File: src/rtl/i2c_regbank_pkg.sv
package i2c_regbank_pkg;

  localparam int BYTE_W = 8;
  localparam int IDX_W  = 4;

  // Strobes from bus control to the register datapath.
  typedef struct packed {
    logic loadSub;    // rxByte holds a subaddress byte
    logic writeData;  // rxByte holds a data byte
  } bankStrobe_t;

  typedef enum logic [3:0] {
    ST_IDLE,
    ST_ADDR,
    ST_ADDR_ACK,
    ST_SUB,
    ST_SUB_ACK,
    ST_WDATA,
    ST_WDATA_ACK,
    ST_RDATA,
    ST_RACK
  } busState_t;

endpackage

File: src/rtl/i2c_line_sync.sv
module i2c_line_sync #(
  parameter int STAGES = 2
) (
  input  logic clk,
  input  logic rstN,
  input  logic lineIn,
  output logic lineOut
);

  logic [STAGES-1:0] pipe;

  generate
    if (STAGES > 1) begin : g_multi
      always_ff @(posedge clk or negedge rstN) begin
        if (!rstN) pipe <= '1;
        else       pipe <= {pipe[STAGES-2:0], lineIn};
      end
    end else begin : g_single
      always_ff @(posedge clk or negedge rstN) begin
        if (!rstN) pipe <= '1;
        else       pipe <= lineIn;
      end
    end
  endgenerate

  assign lineOut = pipe[STAGES-1];

endmodule

File: src/rtl/i2c_bus_ctrl.sv
module i2c_bus_ctrl
  import i2c_regbank_pkg::*;
#(
  parameter logic [6:0] DEV_ADDR    = 7'b1000110,
  parameter int         SYNC_STAGES = 2,
  parameter int         STATUS_POS  = 3
) (
  input  logic              clk,
  input  logic              rstN,
  input  logic              sclIn,
  input  logic              sdaIn,
  input  logic              stereoIn,
  output logic              sdaPullLow,
  output bankStrobe_t       strobe,
  output logic [BYTE_W-1:0] rxByte
);

  logic sclS, sdaS, sclPrev, sdaPrev;

  i2c_line_sync #(.STAGES(SYNC_STAGES)) u_sclSync (
    .clk(clk), .rstN(rstN), .lineIn(sclIn), .lineOut(sclS)
  );
  i2c_line_sync #(.STAGES(SYNC_STAGES)) u_sdaSync (
    .clk(clk), .rstN(rstN), .lineIn(sdaIn), .lineOut(sdaS)
  );

  always_ff @(posedge clk or negedge rstN) begin
    if (!rstN) begin
      sclPrev <= 1'b1;
      sdaPrev <= 1'b1;
    end else begin
      sclPrev <= sclS;
      sdaPrev <= sdaS;
    end
  end

  logic sclRise, sclFall, startDet, stopDet;
  assign sclRise  = sclS & ~sclPrev;
  assign sclFall  = ~sclS & sclPrev;
  assign startDet = sclS & sclPrev & sdaPrev & ~sdaS;
  assign stopDet  = sclS & sclPrev & ~sdaPrev & sdaS;

  logic [BYTE_W-1:0] statusByte;
  always_comb begin
    statusByte             = '0;
    statusByte[STATUS_POS] = stereoIn;
  end

  busState_t         state;
  logic [3:0]        bitCnt;
  logic [BYTE_W-1:0] shReg;
  logic [BYTE_W-1:0] txShift;
  logic              byteDone;
  logic              isRead;
  logic              masterAck;

  assign rxByte = shReg;

  always_ff @(posedge clk or negedge rstN) begin
    if (!rstN) begin
      state      <= ST_IDLE;
      bitCnt     <= '0;
      shReg      <= '0;
      txShift    <= '0;
      byteDone   <= 1'b0;
      isRead     <= 1'b0;
      masterAck  <= 1'b0;
      sdaPullLow <= 1'b0;
      strobe     <= '0;
    end else begin
      strobe <= '0;
      if (startDet) begin
        state      <= ST_ADDR;
        bitCnt     <= '0;
        byteDone   <= 1'b0;
        sdaPullLow <= 1'b0;
      end else if (stopDet) begin
        state      <= ST_IDLE;
        byteDone   <= 1'b0;
        sdaPullLow <= 1'b0;
      end else begin
        case (state)
          ST_ADDR, ST_SUB, ST_WDATA: begin
            if (sclRise) begin
              shReg  <= {shReg[BYTE_W-2:0], sdaS};
              bitCnt <= bitCnt + 4'd1;
              if (bitCnt == 4'd7) byteDone <= 1'b1;
            end else if (sclFall && byteDone) begin
              byteDone <= 1'b0;
              bitCnt   <= '0;
              case (state)
                ST_ADDR: begin
                  if (shReg[7:1] == DEV_ADDR) begin
                    isRead     <= shReg[0];
                    sdaPullLow <= 1'b1;
                    state      <= ST_ADDR_ACK;
                  end else begin
                    state <= ST_IDLE;
                  end
                end
                ST_SUB: begin
                  strobe.loadSub <= 1'b1;
                  sdaPullLow     <= 1'b1;
                  state          <= ST_SUB_ACK;
                end
                default: begin
                  strobe.writeData <= 1'b1;
                  sdaPullLow       <= 1'b1;
                  state            <= ST_WDATA_ACK;
                end
              endcase
            end
          end
          ST_ADDR_ACK: begin
            if (sclFall) begin
              if (isRead) begin
                txShift    <= statusByte;
                sdaPullLow <= ~statusByte[BYTE_W-1];
                state      <= ST_RDATA;
              end else begin
                sdaPullLow <= 1'b0;
                state      <= ST_SUB;
              end
            end
          end
          ST_SUB_ACK, ST_WDATA_ACK: begin
            if (sclFall) begin
              sdaPullLow <= 1'b0;
              state      <= ST_WDATA;
            end
          end
          ST_RDATA: begin
            if (sclRise) begin
              bitCnt <= bitCnt + 4'd1;
              if (bitCnt == 4'd7) byteDone <= 1'b1;
            end else if (sclFall) begin
              if (byteDone) begin
                byteDone   <= 1'b0;
                bitCnt     <= '0;
                sdaPullLow <= 1'b0;
                state      <= ST_RACK;
              end else begin
                txShift    <= {txShift[BYTE_W-2:0], 1'b0};
                sdaPullLow <= ~txShift[BYTE_W-2];
              end
            end
          end
          ST_RACK: begin
            if (sclRise) begin
              masterAck <= ~sdaS;
            end else if (sclFall) begin
              if (masterAck) begin
                txShift    <= statusByte;
                sdaPullLow <= ~statusByte[BYTE_W-1];
                state      <= ST_RDATA;
              end else begin
                state <= ST_IDLE;
              end
            end
          end
          default: ;
        endcase
      end
    end
  end

  // one byte is routed either to the subaddress or to data, never both.
  p_strobe_excl_r3: assert property (@(posedge clk) disable iff (!rstN)
    $onehot0(strobe));

  // SDA is pulled only in acknowledge slots or while sending read data.
  p_drive_phase_r2: assert property (@(posedge clk) disable iff (!rstN)
    (state == ST_IDLE || state == ST_ADDR || state == ST_SUB ||
     state == ST_WDATA || state == ST_RACK) |-> !sdaPullLow);

  // a stop always leaves the target idle with SDA released.
  p_stop_idle_r10: assert property (@(posedge clk) disable iff (!rstN)
    stopDet |=> (state == ST_IDLE && !sdaPullLow));

  // read data does not change while SCL is high.
  p_read_stable_r9: assert property (@(posedge clk) disable iff (!rstN)
    (state == ST_RDATA && sclS && sclPrev) |-> $stable(sdaPullLow));

endmodule

File: src/rtl/i2c_reg_datapath.sv
module i2c_reg_datapath
  import i2c_regbank_pkg::*;
#(
  parameter int                NUM_REGS  = 13,
  parameter int                TEST_IDX  = 10,
  parameter logic [BYTE_W-1:0] RESET_VAL = 8'hFE
) (
  input  logic                       clk,
  input  logic                       rstN,
  input  bankStrobe_t                strobe,
  input  logic [BYTE_W-1:0]          rxByte,
  output logic [NUM_REGS*BYTE_W-1:0] regFlat,
  output logic                       autoZeroReq,
  output logic                       testModeEn
);

  localparam int LAST_IDX = NUM_REGS - 1;

  logic [IDX_W-1:0]  curIdx;
  logic              autoInc;
  logic              azRemain;
  logic              testFlag;
  logic [BYTE_W-1:0] bankRegs [NUM_REGS];

  always_ff @(posedge clk or negedge rstN) begin
    if (!rstN) begin
      curIdx      <= '0;
      autoInc     <= 1'b0;
      azRemain    <= 1'b0;
      testFlag    <= 1'b0;
      autoZeroReq <= 1'b0;
    end else begin
      autoZeroReq <= 1'b0;
      if (strobe.loadSub) begin
        curIdx   <= rxByte[IDX_W-1:0];
        autoInc  <= rxByte[4];
        testFlag <= rxByte[5];
        azRemain <= rxByte[6];
      end else if (strobe.writeData) begin
        if (autoInc && (curIdx < IDX_W'(LAST_IDX))) curIdx <= curIdx + 1'b1;
        if (curIdx == '0 && !azRemain) autoZeroReq <= 1'b1;
      end
    end
  end

  generate
    for (genvar g = 0; g < NUM_REGS; g++) begin : g_bank
      always_ff @(posedge clk or negedge rstN) begin
        if (!rstN)
          bankRegs[g] <= RESET_VAL;
        else if (strobe.writeData && curIdx == IDX_W'(g))
          bankRegs[g] <= rxByte;
      end
      assign regFlat[g*BYTE_W +: BYTE_W] = bankRegs[g];
    end
  endgenerate

  assign testModeEn = testFlag & bankRegs[TEST_IDX][0];

  // a request only follows a data byte to index 0 with the suppress flag clear.
  p_az_cause_r7: assert property (@(posedge clk) disable iff (!rstN)
    autoZeroReq |-> ($past(strobe.writeData) && $past(curIdx) == '0 && !$past(azRemain)));

  // auto-increment saturates at the last register.
  p_inc_stop_r4: assert property (@(posedge clk) disable iff (!rstN)
    (strobe.writeData && autoInc && curIdx == IDX_W'(LAST_IDX)) |=> curIdx == IDX_W'(LAST_IDX));

  // without auto-increment the index holds across data bytes.
  p_fixed_idx_r5: assert property (@(posedge clk) disable iff (!rstN)
    (strobe.writeData && !autoInc) |=> $stable(curIdx));

  // bytes aimed past the bank leave every register untouched.
  p_discard_r6: assert property (@(posedge clk) disable iff (!rstN)
    (strobe.writeData && ({1'b0, curIdx} >= (IDX_W+1)'(NUM_REGS))) |=> $stable(regFlat));

endmodule

File: src/rtl/i2c_ctrl_regbank.sv
module i2c_ctrl_regbank
  import i2c_regbank_pkg::*;
#(
  parameter logic [6:0]        DEV_ADDR    = 7'b1000110,
  parameter int                NUM_REGS    = 13,
  parameter int                TEST_IDX    = 10,
  parameter logic [BYTE_W-1:0] RESET_VAL   = 8'hFE,
  parameter int                SYNC_STAGES = 2,
  parameter int                STATUS_POS  = 3
) (
  input  logic                       clk,
  input  logic                       rstN,
  input  logic                       sclIn,
  input  logic                       sdaIn,
  input  logic                       stereoIn,
  output logic                       sdaPullLow,
  output logic [NUM_REGS*BYTE_W-1:0] regFlat,
  output logic                       autoZeroReq,
  output logic                       testModeEn
);

  bankStrobe_t       strobe;
  logic [BYTE_W-1:0] rxByte;

  i2c_bus_ctrl #(
    .DEV_ADDR(DEV_ADDR), .SYNC_STAGES(SYNC_STAGES), .STATUS_POS(STATUS_POS)
  ) u_ctrl (
    .clk(clk), .rstN(rstN), .sclIn(sclIn), .sdaIn(sdaIn), .stereoIn(stereoIn),
    .sdaPullLow(sdaPullLow), .strobe(strobe), .rxByte(rxByte)
  );

  i2c_reg_datapath #(
    .NUM_REGS(NUM_REGS), .TEST_IDX(TEST_IDX), .RESET_VAL(RESET_VAL)
  ) u_data (
    .clk(clk), .rstN(rstN), .strobe(strobe), .rxByte(rxByte),
    .regFlat(regFlat), .autoZeroReq(autoZeroReq), .testModeEn(testModeEn)
  );

endmodule

File: config.mk
export PLATFORM = sky130hd
export DESIGN_NAME = i2c_ctrl_regbank
export DESIGN_NICKNAME = d
export VERILOG_FILES = /design/src/rtl/i2c_regbank_pkg.sv /design/src/rtl/i2c_line_sync.sv /design/src/rtl/i2c_bus_ctrl.sv /design/src/rtl/i2c_reg_datapath.sv /design/src/rtl/i2c_ctrl_regbank.sv
export SDC_FILE = /design/constraint.sdc
export NUM_CORES = 1
export LEC_CHECK = 0
export BUFFER_PORTS_ARGS = -buffer_cell sky130_fd_sc_hd__buf_2
export CAP_MARGIN = 40
export CORE_UTILIZATION = 32
export DETAILED_ROUTE_END_ITERATION = 12
export GPL_TIMING_DRIVEN = 0
export HOLD_SLACK_MARGIN = 0.1
export SETUP_SLACK_MARGIN = 0.4
export SLEW_MARGIN = 25
export SYNTH_ARGS = -nofsm -noshare
export SYNTH_HDL_FRONTEND = slang
export SYNTH_HIERARCHICAL = 1
export SYNTH_SLANG_ARGS = --single-unit
File: constraint.sdc
create_clock -name clk -period 3.7 [get_ports clk]
set_clock_uncertainty 0.05 [all_clocks]
set_input_delay 0 -clock clk [delete_from_list [all_inputs] [get_ports clk]]
set_output_delay 0 -clock clk [all_outputs]
set_load 0.02 [all_outputs]
## Yosys cells after proc, flatten, opt, wreduce, memory -nomap -nowiden

Cells that the tools add are included.

- Memory bits (read-only): 0
- Bits in latches: 0
- Register bits: 147
- Memories kept: 0
- Logic and storage cells: 203
- Bits in writable memories: 0
- Input port bits: 5

- Multiplexer cells: 69
- Equal/unequal tests: 47
- Shifts and indexed selects: 0
- Divide/modulo/power cells: 0
- Add/sub/neg operators: 2
- Reductions and logical operators: 36
- $lt $le $gt $ge: 1
- Bitwise logic cells: 16
- Multipliers: 0

Operator list:

| kind | count |
|---|---|
| 4-bit 2-to-1 mux | 21 |
| 7-bit 2-to-1 mux | 8 |
| 4-bit by 1-bit inequality test with 1-bit output (second input constant) | 10 |
| 4-bit by 3-bit == test with 1-bit output (second input constant) | 9 |
| 1-bit 2-to-1 mux | 26 |
| 4-bit == test (second input constant) | 6 |
| 11-bit AND reduction | 2 |
| 7-bit one-hot mux with 3 select lines | 1 |
| 4-bit one-hot mux with 5 select lines | 1 |
| 4-bit by 2-bit == test with 1-bit output (second input constant) | 4 |
| 1-bit logical AND | 16 |
| 4-bit one-hot mux with 2 select lines | 2 |
| 2-bit 2-to-1 mux | 6 |
| 2-bit by 1-bit inequality test with 1-bit output (second input constant) | 6 |
| 4-bit inequality test (second input constant) | 3 |
| 5-bit by 1-bit inequality test with 1-bit output (second input constant) | 2 |
| 10-bit AND reduction | 1 |
| 4-bit by 1-bit adder with 4-bit output (second input constant) | 2 |
| 1-bit bitwise AND | 8 |
| 4-bit by 1-bit == test with 1-bit output (second input constant) | 2 |
| 1-bit NOT | 8 |
| 4-bit AND reduction | 2 |
| 7-bit == test (second input constant) | 1 |
| 7-bit AND reduction | 1 |
| 17 further kinds | 23 |

## Longest topological paths before layout

Gate-level depths: netlist of run 1.

- Depth after elaboration: 8
- Mapped depth: 9

## Cells and area by module

The synthesis of run 1 kept the hierarchy.

Modules (own cells, without submodules):

| module | cells an instance | area each (um^2) | instances |
|---|---|---|---|
| i2c_reg_datapath | 277 | 4628.2 | 1 |
| i2c_bus_ctrl | 167 | 1571.5 | 1 |
| i2c_line_sync | 2 | 52.6 | 2 |

## Least setup slack after synthesis of run 1

No wires, ideal clock.

- Kind: register -> register
- Start: register u_ctrl.state[1]
- End: register u_ctrl.state[1]
- Cell stages (with the launch flop): 7
- Arrival: 1.943 ns
- Required time: 3.573 ns
- Path buffers: 1
- Path slack: 1.629 ns
- Library setup time: 0.077 ns
- Path through: dfrtp_1 or4b_1 buf_2 a21oi_2 o32ai_2 or4_1 a21oi_1

- Longest elaborated chain between the ends: 7
- Elaborated cells on any way between the ends: 27

RTL lines:

| element | RTL line | text |
|---|---|---|
| start, declared | i2c_bus_ctrl.sv:49 | `busState_t state;` |
| start signal, assigned | i2c_bus_ctrl.sv:61 | `state <= ST_IDLE;` |
| start signal, assigned | i2c_bus_ctrl.sv:73 | `state <= ST_ADDR;` |
| start signal, assigned | i2c_bus_ctrl.sv:78 | `state <= ST_IDLE;` |
| 4-bit by 2-bit == test with 1-bit output / 4-bit by 1-bit == test with 1-bit output (equally long branches) | i2c_bus_ctrl.sv:82, i2c_bus_ctrl.sv:91 |  |
| 4-bit one-hot mux with 2 select lines | i2c_bus_ctrl.sv:91 | `case (state)` |
| 4-bit 2-to-1 mux | i2c_bus_ctrl.sv:88 | `end else if (sclFall && byteDone) begin` |
| 4-bit 2-to-1 mux | i2c_bus_ctrl.sv:84 | `if (sclRise) begin` |
| 4-bit one-hot mux with 5 select lines | i2c_bus_ctrl.sv:82 | `case (state)` |
| 4-bit 2-to-1 mux | i2c_bus_ctrl.sv:77 | `end else if (stopDet) begin` |
| 4-bit 2-to-1 mux | i2c_bus_ctrl.sv:72 | `if (startDet) begin` |

Parallel ways exist; a longest one is shown, timed or not. The select of a mux whose other input is x is not followed.
A chain may end at the register's enable or synchronous reset.

## Worst setup path in the final report of run 1

- Start: register u_ctrl.state[0]
- End: register u_ctrl.state[0]

Same word-level chain as after synthesis.

==> key figures, run 1 <==
Logic synthesis
  • Synth warnings: 6
  • Post-Syn Area: 0.00630 mm²
  • Post-Syn Instances: 448
  • Syn nets: 461
  • Avg Cell Area, Syn: 14.1 µm²
  • #FFs+latches synth: 144
  • Number of synthesized flops with an enable pin: 0
  • Distinct cells, synth: 55
  • Register area share after synthesis: 0.591
  • Fraction of registers with async set/reset: 1.00
  • Most used flip-flop cell after synthesis: dfstp_2

Clocking
  • Clk Latency, worst-skew pair: 0.41 ns
  • Post-CTS Setup Repair Bufs: 0
  • CTS sink cnt: 144
  • Post-cts repair resize count: 0
  • H-tree Lvls: 4
  • CTS tree: built
  • Clock transition at path regs: 0.06 ns
  • TritonCTS Buffers: 17
  • CTS root buf: clkbuf_16
  • Clock Tree Buf Depth: 2

Pwr
  • Switching part of the total: 0.248
  • Peak VDD IR: 300 µV
  • Power Internal: 2950 µW
  • Switch Pwr: 971 µW
  • Sequential group share of total power: 0.444
  • Gate power share: 0.088
  • Pleak: 0.00389 µW
  • Clock power frac: 0.468
  • Pwr/cell area: 496 mW/mm²

Worst setup path
  • Top delay family on crit path: compound AO/OA/AOI/OAI gates
  • Critical path capture point type: flop
  • WP data required: 3.95 ns
  • CP startpoint kind: flop
  • CP Max Fanout: 10
  • WS Path Type: flop to flop
  • CP Data Arrival Time: 2.73 ns
  • CP Buf/Inv Count: 1
  • Worst-path cell chain: clkbuf_1 -> nor2b_1 -> nand2_1 -> o22ai_1 -> or3b_2 -> o21ai_0 -> a22o_1
  • Worst path max stage delay: 0.47 ns
  • Crit-path slowest cell: o22ai_1

STA
  • Final Hold Vio Count: 0
  • Final TNS setup: 0 ns
  • Max Fclk: 0.404 GHz
  • Final setup vio count: 0
  • RSZ-0062 raised after global routing: no
  • Worst Hold Margin: 0.106 ns
  • Final min period: 2.47 ns
  • Max-slew violation count: 0
  • Period utilization: 0.668
  • Worst slew pin tran: 0.708 ns
  • Max_slew headroom: 0.528

Detailed routing
  • DRC Markers: 0
  • Vias/cell: 4.71
  • Wirelength per Cell: 16.5 µm
  • Post-DRT Antenna Nets: 0
  • DRT Wirelength: 14.1 mm
  • Iter 0 DRT Violations: 203
  • Drt pass-1 iters: 4
  • Via count: 4022

Global routing
  • Global Route Usage Sum: 0.148
  • Vias in the first global route: 4182
  • First-pass GRT wire length: 22.8 mm
  • Initial antenna violation count: 0
  • Largest net degree at the start of global routing: 76
  • Grt ovf: 0

Floorplan
  • DIE AREA: 0.0203 mm²
  • IO Pins: 112
  • Die Y: 142 µm
  • Starting Density: 0.332
  • Die W: 142 µm
  • Total core area: 0.0190 mm²
  • Rows: 50

Final layout
  • Most common cell after layout, fill and taps aside: buf_2
  • Fin nets: 596
  • Most frequent cells in the layout: buf_2 (111), mux2_2 (110), dfstp_2 (97), dfrtp_1 (47), nand2_1 (21)
  • Final Util: 0.415
  • Layout cell share with drive strength beyond 1: 0.640
  • ANT cells: 0
  • Area Growth Syn to Fin: 25.3%

Placement
  • Port bufs: 111
  • HPWL after detailed placement: 9.67 mm
  • Final Wtd Congestion: 0.847

Worst hold path
  • Worst min path class: input port to asynchronous set/reset pin

Run
  • Max cap viols: 0

Status
  • Status: completed
kinds of logic after synthesis:
group | after synthesis | share of synthesized area
xor+xnor | 1 | 0.00139
mux | 125 | 0.227
flops | 144 | 0.591
fa+ha+maj | 8 | 0.0159
compound gates | 44 | 0.0462
simple gates | 89 | 0.0855
buf+inv | 37 | 0.0335
what timing repair did:
item | CTS | global route
hold buffers | 4 | 0
setup endpoints to repair | 0 | 0
endpoints found under the hold margin | 89 | 0
Yosys cell counts, drive strengths merged, types with 5 or more instances:
master  instances  area, µm²
a21oi          11       58.8
and2            8       50.1
buf             7       57.6
clkbuf         13       52.6
dfrtp          47       1180
dfstp          97       2550
ha              8        100
inv            11       41.3
mux2          118       1360
mux2i           7       70.1
nand2          29        169
nand3           6       30.0
nor2           15       56.3
nor3b           5       42.5
o21ai          13       65.1
cell type report:
cell class / instances / area, µm²
fill: 1794 / 11100
multi-input combinational: 267 / 2370
timing repair buffer: 116 / 633
clock buffer: 20 / 447
clock inverter: 10 / 188
inverter: 11 / 41.3
sequential: 144 / 3720
tap: 260 / 325
buffer: 26 / 170
power by group through the flow:
stage / sequential (µW) / combinational, µW / clock (µW)
5_1_grt: 1760 / 385 / 1970
4_1_cts: 1740 / 365 / 1900
2_1_floorplan: 1710 / 189 / 0
3_3_place_gp: 1760 / 348 / 0
6_report: 1740 / 346 / 1830
3_5_place_dp: 1770 / 361 / 0
worst register-to-register path, stage by stage, from the launching register on:
cell and delay (ns):
dfrtp_1 0.38, clkbuf_1 0.35, nor2b_1 0.35, nand2_1 0.20, o22ai_1 0.47, or3b_2 0.22, o21ai_0 0.07, a22o_1 0.25
routing by layer:
layer | GRT usage | up-vias | wire (µm)
met4 | 0.0487 | 0 | 225
met2 | 0.244 | 120 | 6910
met5 | 0 | - | 0
met1 | 0.188 | 2040 | 6350
met3 | 0.0410 | 13 | 642
li1 | - | 1849 | -
registers in the layout (all words and copies together), names as in the netlist, 2 cells and up:
register and count:
u_data/regFlat 104, u_ctrl/state 4, u_ctrl/bitCnt 4, u_ctrl/u_sclSync/pipe 2
u_ctrl/rxByte 8, u_ctrl/strobe 2, u_data/curIdx 4, u_ctrl/txShift 4
u_ctrl/u_sdaSync/pipe 2
per-stage QoR:
| stage | instance area [µm²] | power [µW] | std cells | setup WS, ns |
|---|---|---|---|---|
| 2_1_floorplan | 6300 | 1900 | 448 | 1.63 |
| 3_3_place_gp | 7190 | 2110 | 819 | 0.656 |
| 3_5_place_dp | 7220 | 2130 | 820 | 1.35 |
| 4_1_cts | 7900 | 4000 | 854 | 1.33 |
| 5_1_grt | 7900 | 4110 | 854 | 1.10 |
| 6_report | 7900 | 3920 | 854 | 1.23 |
path summary, 6_finish.rpt:
check                                                   start                                  to  slack (ns)  depth (start not counted)
min                                                      rstN      u_data/regFlat[40]$_DFFE_PN0P_        0.11                          2
min in group clk                                        sdaIn  u_ctrl/u_sdaSync/pipe[0]$_DFF_PN1_        0.18                          2
max                               u_ctrl/state[0]$_DFFE_PN0P_         u_ctrl/state[0]$_DFFE_PN0P_        1.23                          7
max reg2reg                       u_ctrl/state[0]$_DFFE_PN0P_         u_ctrl/state[0]$_DFFE_PN0P_        1.23                          7
min reg2reg                u_ctrl/u_sdaSync/pipe[0]$_DFF_PN1_  u_ctrl/u_sdaSync/pipe[1]$_DFF_PN1_        0.31                          0
max in group asynchronous                                rstN      u_data/regFlat[25]$_DFFE_PN1P_        2.72                          3
Power figures use the tool's default switching activity.
==> inputs of run 2 (changes only) <==
==> constraint.sdc (replaced) <==
create_clock -name clk -period 2.2 [get_ports clk]
set_clock_uncertainty 0.05 [all_clocks]
set_input_delay 0 -clock clk [delete_from_list [all_inputs] [get_ports clk]]
set_output_delay 0 -clock clk [all_outputs]
set_load 0.02 [all_outputs]
==> run 2 against run 1 <==
  * Sequential cell count stayed put
  * Wire length grew 6.2%
  * Register-to-register slack worse by 1.2 ns
  * Global-route usage rose by 0.63 points
  * Clock power increased by 63%
  * Design area rose by 5.1%
  * Fmax grew 15%
  * Combinational power increased by 89%
  * Die area did not move
  * Total power is 67% higher
  * Final cell count is 2.1% higher
  * Highest routed layer unchanged
==> key figures, run 2 (synthesis gave the netlist of run 1 again) <==
Status
  • Status: completed

Placement
  • Placed Cells: 820 (unchanged)
  • Port bufs: 111 (unchanged)
  • HPWL after detailed placement: 9.84 mm (+1.7%)
  • Final Wtd Congestion: 0.858 (+1.3%)

STA
  • Final min period: 2.15 ns (-0.327 ns)
  • Max-slew violation count: 0 (unchanged)
  • Final Hold Vio Count: 0 (unchanged)
  • RSZ-0062 raised after global routing: yes
  • Period utilization: 0.975 (+0.307)
  • Worst Hold Margin: 0.173 ns (+0.0668 ns)
  • Worst slew pin tran: 0.713 ns (+0.00510 ns)
  • Max_slew headroom: 0.524 (-0.00340)
  • Final setup vio count: 0 (unchanged)
  • Max Fclk: 0.466 GHz (+15%)

Floorplan
  • IO Pins: 112 (unchanged)
  • Starting Density: 0.332 (unchanged)
  • Die W: 142 µm (unchanged)
  • Die Y: 142 µm (unchanged)
  • DIE AREA: 0.0203 mm² (unchanged)
  • Rows: 50 (unchanged)
  • Total core area: 0.0190 mm² (unchanged)

Worst setup path
  • Critical path capture point type: flop
  • Reg2reg setup slack: 0.05 ns (-1.17 ns)
  • CP Data Arrival Time: 2.40 ns (-0.33 ns)
  • Reg2Reg Depth: 7 (unchanged)
  • RR Startpoint: u_ctrl/state[1]$_DFFE_PN0P_
  • WP data required: 2.45 ns (-1.50 ns)
  • WS Path Type: flop to flop
  • CP Max Fanout: 5 (-5)
  • Worst r2r dst: u_ctrl/sdaPullLow$_DFFE_PN0P_
  • CP startpoint kind: flop

Run
  • Max cap viols: 0 (unchanged)

Clocking
  • CTS tree: built
  • TritonCTS Buffers: 17 (unchanged)
  • CTS root buf: clkbuf_16
  • CTS sink cnt: 144 (unchanged)
  • Clk Latency, worst-skew pair: 0.41 ns (about the same)
  • H-tree Lvls: 4 (unchanged)
  • Clock Tree Buf Depth: 2 (unchanged)
  • Clock transition at path regs: 0.06 ns (about the same)

Detailed routing
  • Wirelength per Cell: 17.2 µm (+4.0%)
  • Via count: 4085 (+1.6%)
  • DRT Wirelength: 15.0 mm (+6.2%)
  • Iter 0 DRT Violations: 175 (-14%)
  • Vias/cell: 4.68 (-0.53%)
  • Post-DRT Antenna Nets: 0 (unchanged)
  • Drt pass-1 iters: 4 (unchanged)
  • DRC Markers: 0 (unchanged)

Final layout
  • Fin nets: 612 (+2.7%)
  • Most common cell after layout, fill and taps aside: buf_2
  • Largest register FFs: 104 (unchanged)
  • Area Growth Syn to Fin: 31.6%
  • Most frequent cells in the layout: buf_2 (111), mux2_2 (109), dfstp_2 (97), dfrtp_1 (47)
  • Layout cell share with drive strength beyond 1: 0.709 (+0.0694)
  • ANT cells: 0 (unchanged)
  • Final cell count without fillers: 872 (+2.1%)

Worst hold path
  • WHS Endpoint: u_ctrl/u_sclSync/pipe[0]$_DFF_PN1_
  • HP Start: sclIn
  • Hold path depth: 2
  • Worst min path class: input port to flop

Global routing
  • Global Route Usage Sum: 0.155 (+0.00629)
  • Initial antenna violation count: 0 (unchanged)
  • First-pass GRT wire length: 23.7 mm (+3.6%)
  • Vias in the first global route: 4262 (+1.9%)
  • Grt ovf: 0 (unchanged)
  • Largest net degree at the start of global routing: 99 (+30%)

Pwr
  • Switch Pwr: 1740 µW (+79%)
  • Sequential group share of total power: 0.446 (+0.002)
  • Pwr Total: 6560 µW (+67%)
  • Peak VDD IR: 470 µV (+57%)
  • Clock power frac: 0.454 (-0.014)
  • Pwr/cell area: 791 mW/mm² (+59%)
  • Power Internal: 4820 µW (+63%)
  • Switching part of the total: 0.266 (+0.0179)
  • Pleak: 0.00405 µW (+4.1%)
  • Gate power share: 0.100 (+0.012)
==> run 2: cell types whose count changed in the layout (fill, tap and decap cells not counted), sizes merged <==
cell / previous run / this run
inv: 11 / 15
dlygate4sd3: 4 / 5
buf: 119 / 136
clkbuf: 33 / 32
bufinv: 5 / 3
clkinv: 3 / 2
==> run 2: worst max-delay path, stage by stage (launching register included) <==
cell      delay (ns)
dfrtp_1         0.38
or4b_1          0.54
buf_6           0.15
a21oi_4         0.13
o32ai_4         0.11
a311oi_2        0.28
nor2_1          0.10
a311oi_2        0.30
==> run 2: stage by stage <==
stage	instance area (µm²)	TNS [ns]	setup WS, ns	utilization
after floorplan	6380	0	0.167	-
after global placement	7260	-41.50	-0.826	0.382
after detailed placement	7300	-0.215	-0.123	0.384
after CTS	8140	0	0.0539	0.428
after global routing	8300	-0.0489	-0.0489	0.436
final	8300	0	0.0545	0.436
==> run 2: how the worst max path moves through the flow <==
stage | from | cells after the start | to | slack [ns]
2_1_floorplan | u_ctrl/state[1]$_DFFE_PN0P_ | 6 | u_ctrl/state[1]$_DFFE_PN0P_ | 0.17
6_report | u_ctrl/state[1]$_DFFE_PN0P_ | 7 | u_ctrl/sdaPullLow$_DFFE_PN0P_ | 0.05
4_1_cts | u_ctrl/state[1]$_DFFE_PN0P_ | 7 | u_ctrl/sdaPullLow$_DFFE_PN0P_ | 0.05
3_3_place_gp | rstN | 1 | u_ctrl/rxByte[0]$_DFFE_PN0P_ | -0.83
5_1_grt | u_ctrl/state[0]$_DFFE_PN0P_ | 7 | u_ctrl/sdaPullLow$_DFFE_PN0P_ | -0.05
3_5_place_dp | u_ctrl/state[0]$_DFFE_PN0P_ | 7 | u_ctrl/state[0]$_DFFE_PN0P_ | -0.12
==> run 2: final cells by class <==
| type | instances | area [µm²] |
|---|---|---|
| fillers | 1762 | 10700 |
| clock inverters | 11 | 150 |
| well taps | 260 | 325 |
| flip-flops and latches | 144 | 3720 |
| plain buffers | 26 | 220 |
| multi-input cells | 267 | 2600 |
| inverters | 11 | 41.3 |
| repair buffers | 132 | 774 |
| clock buffers | 21 | 460 |
==> run 2: routing by layer <==
metal  track usage  vias up  share of wire
met5             0        -              0
met4        0.0458        0         0.0089
met3        0.0343       13          0.041
met2         0.264       91           0.49
met1         0.195     2096           0.46
li1              -     1885              -
==> run 2: power groups by stage <==
stage               registers (µW)  logic, µW  clock network (µW)
global placement              2960        611                   0
global route                  2950        712                3180
floorplan                     2880        328                   0
finish                        2930        654                2980
detailed placement            2970        630                   0
CTS                           2930        660                3070
==> run 2: what timing repair did <==
action,in CTS,in global routing
endpoints found under the hold margin,80,0
gates resized for setup,25,28
pin swaps,10,5
hold buffers,5,0
setup endpoints to repair,22,37
buffers inserted,9,5
cloned,0,0
